==> config.mk <==
export PLATFORM = sky130hd
export DESIGN_NAME = pwm_bridge_mod
export DESIGN_NICKNAME = d
export VERILOG_FILES = /design/src/rtl/pwm_bridge_mod.sv
export SDC_FILE = /design/constraint.sdc
export NUM_CORES = 1
export LEC_CHECK = 0
export BUFFER_PORTS_ARGS = -buffer_cell sky130_fd_sc_hd__buf_2
export CORE_ASPECT_RATIO = 0.6
export CORE_MARGIN = 2
export CORE_UTILIZATION = 55
export DETAILED_ROUTE_END_ITERATION = 6
export HOLD_SLACK_MARGIN = 0.15
export PLACE_DENSITY = 0.79
export SETUP_SLACK_MARGIN = 0.1
export SLEW_MARGIN = 25
export SYNTH_ARGS = -nofsm -noshare
export SYNTH_HDL_FRONTEND = slang
export SYNTH_SLANG_ARGS = --single-unit
==> constraint.sdc <==
create_clock -name clk -period 18 [get_ports clk]
set_input_delay 2.7 -clock clk [delete_from_list [all_inputs] [get_ports clk]]
set_output_delay 2.7 -clock clk [all_outputs]
set_load 0.1 [all_outputs]
==> src/rtl/pwm_bridge_mod.sv <==
module pwm_bridge_mod #(
  parameter int W      = 16,
  parameter int LIM_W  = 8,
  parameter int PERIOD = 480
) (
  input  logic                clk,
  input  logic                rst_n,
  input  logic                enable,
  input  logic                par_mode,
  input  logic [1:0]          gain_sel,
  input  logic [LIM_W-1:0]    lim_code,
  input  logic signed [W-1:0] samp_l,
  input  logic signed [W-1:0] samp_r,
  output logic                drv_lp,
  output logic                drv_ln,
  output logic                drv_rp,
  output logic                drv_rn,
  output logic [1:0]          out_en
);
  localparam int     OW    = $clog2(PERIOD + 1);
  localparam int     HALF  = PERIOD / 2;
  localparam longint HALFL = longint'(HALF);
  localparam longint MAXV  = (longint'(1) <<< (W - 1)) - 1;
  localparam longint MINV  = -(longint'(1) <<< (W - 1));
  localparam longint LFULL = longint'(1) <<< (LIM_W - 1);

  function automatic longint lim_span(input logic [LIM_W-1:0] lim);
    if (longint'(lim) >= LFULL) return HALFL;
    return (longint'(lim) * HALFL) >>> (LIM_W - 1);
  endfunction

  function automatic longint offs(input logic signed [W-1:0] s, input logic [1:0] g,
                                  input logic [LIM_W-1:0] lim);
    longint c, y, d, m;
    case (g)
      2'd0:    c = 10;
      2'd1:    c = 20;
      2'd2:    c = 40;
      default: c = 63;
    endcase
    y = longint'(s) * c;
    if (y > MAXV) y = MAXV;
    else if (y < MINV) y = MINV;
    d = (y * HALFL) >>> (W - 1);
    m = lim_span(lim);
    if (d > m) d = m;
    else if (d < -m) d = -m;
    return d;
  endfunction

  logic [OW-1:0] cnt, lp_q, ln_q, rp_q, rn_q, span_q;
  logic          run, par_q;
  logic          wrap;
  longint        dl, dr;

  assign wrap = (cnt == OW'(PERIOD - 1));
  assign dl   = offs(samp_l, gain_sel, lim_code);
  assign dr   = offs(samp_r, gain_sel, lim_code);

  always_ff @(posedge clk) begin
    if (!rst_n) begin
      cnt    <= '0;
      run    <= 1'b0;
      par_q  <= 1'b0;
      lp_q   <= OW'(HALF);
      ln_q   <= OW'(HALF);
      rp_q   <= OW'(HALF);
      rn_q   <= OW'(HALF);
      span_q <= OW'(HALF);
    end else begin
      cnt <= wrap ? '0 : cnt + 1'b1;
      if (!enable)   run <= 1'b0;
      else if (wrap) run <= 1'b1;
      if (wrap) begin
        par_q  <= par_mode;
        span_q <= OW'(lim_span(lim_code));
        if (par_mode) begin
          lp_q <= OW'(HALFL + dr);
          ln_q <= OW'(HALFL + dr);
          rp_q <= OW'(HALFL - dr);
          rn_q <= OW'(HALFL - dr);
        end else begin
          lp_q <= OW'(HALFL + dl);
          ln_q <= OW'(HALFL - dl);
          rp_q <= OW'(HALFL + dr);
          rn_q <= OW'(HALFL - dr);
        end
      end
    end
  end

  assign out_en = {run, run};
  assign drv_lp = run && (cnt < lp_q);
  assign drv_ln = run && (cnt < ln_q);
  assign drv_rp = run && (cnt < rp_q);
  assign drv_rn = run && (cnt < rn_q);

  a_r2_rise_on_phase0: assert property (@(posedge clk) disable iff (!rst_n)
    ($rose(drv_lp) || $rose(drv_ln) || $rose(drv_rp) || $rose(drv_rn)) |-> (cnt == '0));

  a_r12_fast_off: assert property (@(posedge clk) disable iff (!rst_n)
    !enable |=> (out_en == 2'b00));

  a_r12_quiet_when_off: assert property (@(posedge clk) disable iff (!rst_n)
    (out_en == 2'b00) |-> !(drv_lp || drv_ln || drv_rp || drv_rn));

  a_r7_ceiling: assert property (@(posedge clk) disable iff (!rst_n)
    (run && !par_q && ({1'b0, cnt} >= ({1'b0, OW'(HALF)} + {1'b0, span_q})))
      |-> !(drv_lp || drv_rp));

  a_r10_in_phase: assert property (@(posedge clk) disable iff (!rst_n)
    (run && par_q) |-> ((drv_lp == drv_ln) && (drv_rp == drv_rn)));

  a_r4_symmetric: assert property (@(posedge clk) disable iff (!rst_n)
    !par_q |-> (({1'b0, lp_q} + {1'b0, ln_q}) == (OW + 1)'(PERIOD)));

  a_r11_hold_mid_period: assert property (@(posedge clk) disable iff (!rst_n)
    (cnt != '0) |-> ($stable(lp_q) && $stable(ln_q) && $stable(rp_q) && $stable(rn_q)));
endmodule

==> results summary, run 1 <==
The most used flip-flop cell after synthesis is sky130_fd_sc_hd__dfxtp_1. The flip-flop and latch count after synthesis came out at 44. The die covers between 30,000 and 40,000 um^2. The required arrival time at the worst endpoint is about 18,000 ps. The final estimated routing congestion in global placement is 0.938. The start point of the worst hold path is rn_q[1]. In this run the clock root is driven by a sky130_fd_sc_hd__clkbuf_16.

The count of cells along the worst register-to-register path came out at 7. The worst hold path stage count is 2. In this run the critical register-to-register path is launched from cnt[2]. The count of buffers added by post-CTS timing repair for setup is 0.

The final count of hold timing violations came out at 0. The worst hold path terminates at rn_q[1]. Once detail routing completed, the nets flagged for antenna violations numbered 0. The cell seen most often among critical-path stages is sky130_fd_sc_hd__ha_1. The run finished with clean final reports. The final clock period utilization by the worst path came out at about 95%. The commonest cells after synthesis are sky130_fd_sc_hd__ha_1 (415), sky130_fd_sc_hd__inv_1 (399), sky130_fd_sc_hd__fa_1 (193). The final critical path time including I/O delays and setup came out at roughly 17,000 ps.

The overall track demand over capacity in global routing came out at roughly 27%. Setup violations remaining at the end of the flow were counted as 0. The post-DP HPWL came out at between 40,000 and 50,000 um. The CTS sink count is 44. In the final layout, the share of cells above drive strength 1 is between 5 and 6%. The achievable clock frequency came out at approximately 60 MHz.

A synthesized cell averages roughly 8.1 um^2. Hold timing on the final database bottoms out at a slack of ~460 ps. The maximum root-to-sink buffer count is 2.

For this configuration, the core starts out at a cell density of 55.5%. The worst endpoint data arrival time came out at 17,300 ps. Measured on the finished design, the core utilization comes to 58.2%.

STA classifies the critical path startpoint as an input port. After detailed placement, the total cell area comes to 21,600 um^2. Summing the sequential cell areas from Yosys gives under 10% of the chip area. The top cell type by area accounts for between 20% and 30% of the synthesized area. The H-tree level count came out at 2. The final net count is around 3,200. The number of vias per cell came out at 5.94. Entering global routing, the biggest net connects 38 pins.

The total congestion overflow is 0. The number of antenna violations at the first check in global routing is 1. The global-route wire length before repair is 88,900 um. The number of global-route vias before repair is 18,200. In this run the worst hold path is classified as reg2reg. The worst setup path is of the in2reg kind. The aggregate routed wire length came out at 52,400 um. The later-pin clock latency in the skew report is approximately 290 ps.

At the pin with the least slew margin, the transition time is roughly 940 ps. The floorplan step set the die height to between 150 and 200 um. Setup repair after global routing left no endpoint under its margin. In this run the critical register-to-register path is captured at lp_q[7]. The number of max-cap violations is 0. The area growth from synthesis to layout is 4.82%. The cell type contributing the most total cell area after synthesis is sky130_fd_sc_hd__ha_1. The clock skew is 8.01 ps. The critical path starts at gain_sel[0]. The number of iterations in the first detailed-routing pass came out at 5. The flop-to-flop setup slack came out at around 15,000 ps. TritonCTS built the clock tree.

Yosys printed 0 warnings. The total vias in the final route is between 15,000 and 20,000. The largest stage delay on the critical path is around 680 ps. On the critical path, the stage with the largest delay is an instance of sky130_fd_sc_hd__a2111oi_0. The maximum fanout along the worst path came out at 35. The summed negative setup slack over all endpoints is 0 ps.

The total CTS buffers came out at 5. After routing the design area is between 20,000 and 25,000 um^2. The core area is 37,500 um^2. The number of design rule violations left after detail routing came out at 0. In the final routed layout, each cell accounts on average for approximately 17 um.

The width of the chip is 255 um. After clock tree synthesis, the clock-pin slew on the worst setup and hold paths is 60 ps. In the synthesized netlist the async set-or-reset flop fraction comes to 0%.

The floorplan has 55 rows. 52 I/O pins were placed. The most common cell in the synthesized netlist is sky130_fd_sc_hd__ha_1. Yosys attributes the largest share of cell area to sky130_fd_sc_hd__ha_1 (25%), sky130_fd_sc_hd__fa_1 (19%), sky130_fd_sc_hd__inv_1 (7.2%). The diode insertion count for antenna repair came out at 0. The unique cell type count in the Yosys netlist came out at 98.

The worst relative slew slack came out at 35.3%. The worst setup path is captured at a flip-flop. The final count of pins violating max slew came to 0. The number of instances in the synthesized netlist is 2,565. In this run the cell area of the synthesized design comes to between 20,000 and 25,000 um^2. The number of synthesized flops with an enable pin is 0. The post-synthesis net count came out at 3,219. The number of buffers added on ports is between 50 and 60. The number of DRC markers in iteration 0 is between 1,000 and 1,500.
## cells in the final DEF (no fill, tap or decap), drive strengths merged, types with 8 or more instances in the layout
cell,n
nor2b,79
and2,80
o21a,30
a31o,8
buf,80
a221oi,24
fa,193
nor4,8
o21ai,99
a21o,78
o211ai,25
and3,17
inv,400
a2111oi,10
a21oi,188
nand4,28
a211o,8
or3,8
a31oi,21
o21bai,18
nand2b,30
nand3,49
nand2,143
dfxtp,44
mux2i,19
nor2,131
ha,415
xor2,58
a211oi,21
xnor2,93
o22ai,12
nor3,34
## per-stage QoR
stage	instances	setup WS, ps
3_5_place_dp	3078	280
6_report	3087	886
3_3_place_gp	3078	638
2_1_floorplan	2565	1810
4_1_cts	3085	492
5_1_grt	3087	147
## routing by layer
metal / share of wire (%) / GRT usage [%] / up-vias
met2: 43 / 42.1 / 571
li1: - / - / 8865
met4: 0.98 / 2.95 / 2
met5: 0.025 / 0 / -
met3: 7.3 / 4.95 / 63
met1: 49 / 40.0 / 8838
## sequential cells by signal, indices dropped and copies added (netlist names)
| name | cells |
|---|---|
| run | 1 |
| rn_q | 8 |
| ln_q | 8 |
| lp_q | 9 |
| rp_q | 9 |
| cnt | 9 |
## kinds of logic after synthesis
| kind of cell | share of synthesized area (%) |
|---|---|
| mux | 1.13 |
| xor+xnor | 6.53 |
| fa+ha+maj | 43.5 |
| simple gates | 16.1 |
| flops | 4.23 |
| compound gates | 19.7 |
| buf+inv | 8.87 |
## final cells by class
type | count | area (um^2)
Clock buffer | 5 | 125
Timing Repair Buffer | 81 | 484
Clock inverter | 2 | 12.5
Tap cell | 513 | 642
Multi-Input combinational cell | 2042 | 18200
Fill cell | 3338 | 15700
Inverter | 400 | 1500
Sequential cell | 44 | 881
## worst max-delay path: cells and delay by family
kind | cells | cell delay, ps
compound gates | 19 | 5200
fa+ha+maj | 12 | 4800
simple gates | 10 | 1910
buf+inv | 8 | 1650
mux | 2 | 510
xor+xnor | 3 | 460
## worst max path at each step
stage               endpoint  slack, ps  cells after the start
floorplan            lp_q[8]       1810                     56
global placement     rp_q[8]        640                     53
detailed placement   rp_q[8]        280                     52
CTS                  rp_q[8]        490                     52
global route         rp_q[8]        150                     54
finish               rp_q[8]        890                     54
## timing repair
action / 4_1_cts / 5_1_grt
setup endpoints to repair: 0 / 28
resized for setup: 0 / 11
hold buffers: 0 / 0
Power of run 1 is not shown: default switching activity piles up to over one toggle a cycle in this logic, so the estimate is an artifact.
==> inputs of run 2 (changes only) <==
- CORE_UTILIZATION: 55 -> 45
- CTS_BUF_LIST: not set -> sky130_fd_sc_hd__clkbuf_8
- PLACE_DENSITY: 0.79 -> 0.68
==> run 2 against run 1 <==
- the flow now finishes with violations (DRC)
- first-iteration DRC count shrank 9.8%
- cell count grew 3.8%
- clock skew rose by 2.8 ps
- count of clock-buffer cells in the layout unchanged
- hold slack lost 7.5 ps
- global-route usage is 5.3 points lower
- die area up 22%
- utilization fell by 11 points
- non-clock buffer count did not move
- setup slack improved by 190 ps
- via count down 2.4%
- critical path type unchanged
- highest routed layer is now met4
==> results summary, run 2 (synthesis gave the netlist of run 1 again) <==
The maximum fanout along the worst path was 35 (unchanged). The number of iterations in the first detailed-routing pass was 7 (+2). The achievable clock frequency came out at 59.1 MHz (+1.1%). The clock-pin slew on the worst setup and hold paths is 90 ps (+30 ps).

The total vias in the final route was 17,900 (-2.4%). The aggregate routed wire length was 51,700 um (-1.3%). The summed negative setup slack over all endpoints came out at 0 ps (unchanged). The number of placed I/O pins came out at 52 (unchanged). The kind of path behind the tightest hold check is reg2reg. The required arrival time at the worst endpoint came out at 18,200 ps (+20 ps). The number of DRC markers in iteration 0 came out at 1,341 (-9.8%). The global-route wire length before repair came to 87,800 um (-1.2%). The remaining number of nets flagged by the antenna check after routing is 0 (unchanged).

The final critical path time including I/O delays and setup came out at 16,930 ps (-187 ps). The core area came out at 46,000 um^2 (+23%). The TritonCTS clock tree is yes. CTS placed an instance of sky130_fd_sc_hd__clkbuf_8 at the clock tree root.

The die height was 171 um (+10%). The worst hold path stage count is 2 (unchanged). The final net count came out at 3,228 (unchanged). The cell seen most often among critical-path stages is sky130_fd_sc_hd__ha_1. The largest stage delay on the critical path is 570 ps (-110 ps). The largest registers in the layout are cnt (9), lp_q (9), rp_q (9). The worst relative slew slack is 35.4% (+0.083 points). The diode insertion count for antenna repair is 0 (unchanged). The slew at the pin closest to its max-slew limit came out at 966 ps (+22.8 ps). The run finished, with violations left. The wire length per cell came to 16.1 um (-4.9%). The final clock period utilization by the worst path came to 94.0% (-1.0 points).

The synthesis-to-finish area growth came out at 5.18%. The maximum root-to-sink buffer count came out at 2 (unchanged). The most common cell after layout, fill and taps aside is sky130_fd_sc_hd__ha_1. The number of vias per cell came out at 5.59 (-5.9%). The number of buffers added on ports came out at 51 (unchanged). The number of global-route vias before repair came out at 17,800 (-2.1%). The area of the die came out at 48,100 um^2 (+22%).

The number of design rule violations left after detail routing is 1 (+1). The later-pin clock latency in the skew report came to 300 ps (about the same). The final setup violation count came out at 0 (unchanged). The maximum number of pins on one net before global-route repair was 39 (+2.6%). The overall track demand over capacity in global routing came to 21.7% (-5.3 points). The number of antenna violations at the first check in global routing is 0 (-1). The share of final-layout standard cells stronger than drive strength 1 is 5.32% (-0.16 points). The total congestion overflow is 0 (unchanged).

The checks that failed: DRC. The library cells used most frequently in the layout, excluding fill and tap cells, are sky130_fd_sc_hd__ha_1 (415), sky130_fd_sc_hd__inv_1 (400), sky130_fd_sc_hd__fa_1 (193). The final estimated routing congestion in global placement is 0.940 (+0.18%).

The number of max-cap violations is 0 (unchanged). The final count of pins violating max slew is 0 (unchanged). The count of cells along the worst register-to-register path came out at 7 (unchanged).

The worst endpoint data arrival time is 17,130 ps (-170 ps). The initial standard-cell utilization of the core is 45.3% (-10 points). The post-DP HPWL is 44,000 um (+0.32%). The clock skew is 10.8 ps (+2.81 ps). The critical path in this run is classified as in2reg. The worst setup path is launched from an input port. The width of the chip is 282 um (+10%). The H-tree level count came to 2 (unchanged). The total CTS buffers came out at 5 (unchanged). The utilization of the core after routing was 47.6% (-11 points). The final count of hold timing violations came to 0 (unchanged). The element type at the critical path end is a flip-flop. Setup repair after global routing left no endpoint under its margin. The number of core rows is 61 (+11%). The CTS sink count came to 44 (unchanged).

The critical-path cell with the highest stage delay is sky130_fd_sc_hd__or4_1.
==> run 2: cell type report <==
type	count	area, um^2
sequential	44	881
multi-input combinational	2042	18200
clock buffer	5	68.8
inverter	400	1500
tap	630	788
clock inverter	2	8.76
fill	4450	24100
timing repair buffer	81	483
==> run 2: repair_timing <==
action                                  4_1_cts  5_1_grt
hold buffers                                  0        0
endpoints found under the setup margin        0       26
resized for setup                             0        6
setup buffers                                 0        0
==> run 2: layer usage <==
metal  track usage, %  wire (um)  vias to the layer above  part of all wire [%]
met5                0          0                        -                     0
li1                 -          -                     8850                     -
met3             2.70       2950                       24                   5.7
met1             32.7      26300                     8582                    51
met2             34.5      22300                      451                    43
met4             1.39        152                        0                  0.29
==> run 2: per-stage QoR <==
stage,std cells,hold slack [ps],instance area (um^2),worst slack (ps)
after floorplan,2565,426,20800,1810
after global placement,3196,442,21800,609
after detailed placement,3196,445,21800,380
after CTS,3203,456,21900,619
after global routing,3204,473,21900,111
final,3204,454,21900,1070
==> run 2: worst paths after layout <==
| path | from | end | slack, ps |
|---|---|---|---|
| worst max-delay path | gain_sel[0] | rp_q[8] | 1070 |
| worst min-delay path | ln_q[3] | ln_q[3] | 450 |
| worst max register to register | cnt[1] | lp_q[7] | 14700 |
| worst min register to register | ln_q[3] | ln_q[3] | 450 |
==> run 2: critical path: cells and delay by family <==
family / cells / cell delay, ps
AO/OA/AOI/OAI: 22 / 5430
XOR/XNOR: 2 / 290
AND/OR/NAND/NOR: 9 / 1590
buffers and inverters: 10 / 1680
multiplexers: 2 / 500
adder cells (fa/ha/maj): 12 / 4880
Power of run 2 is left out for the same reason.
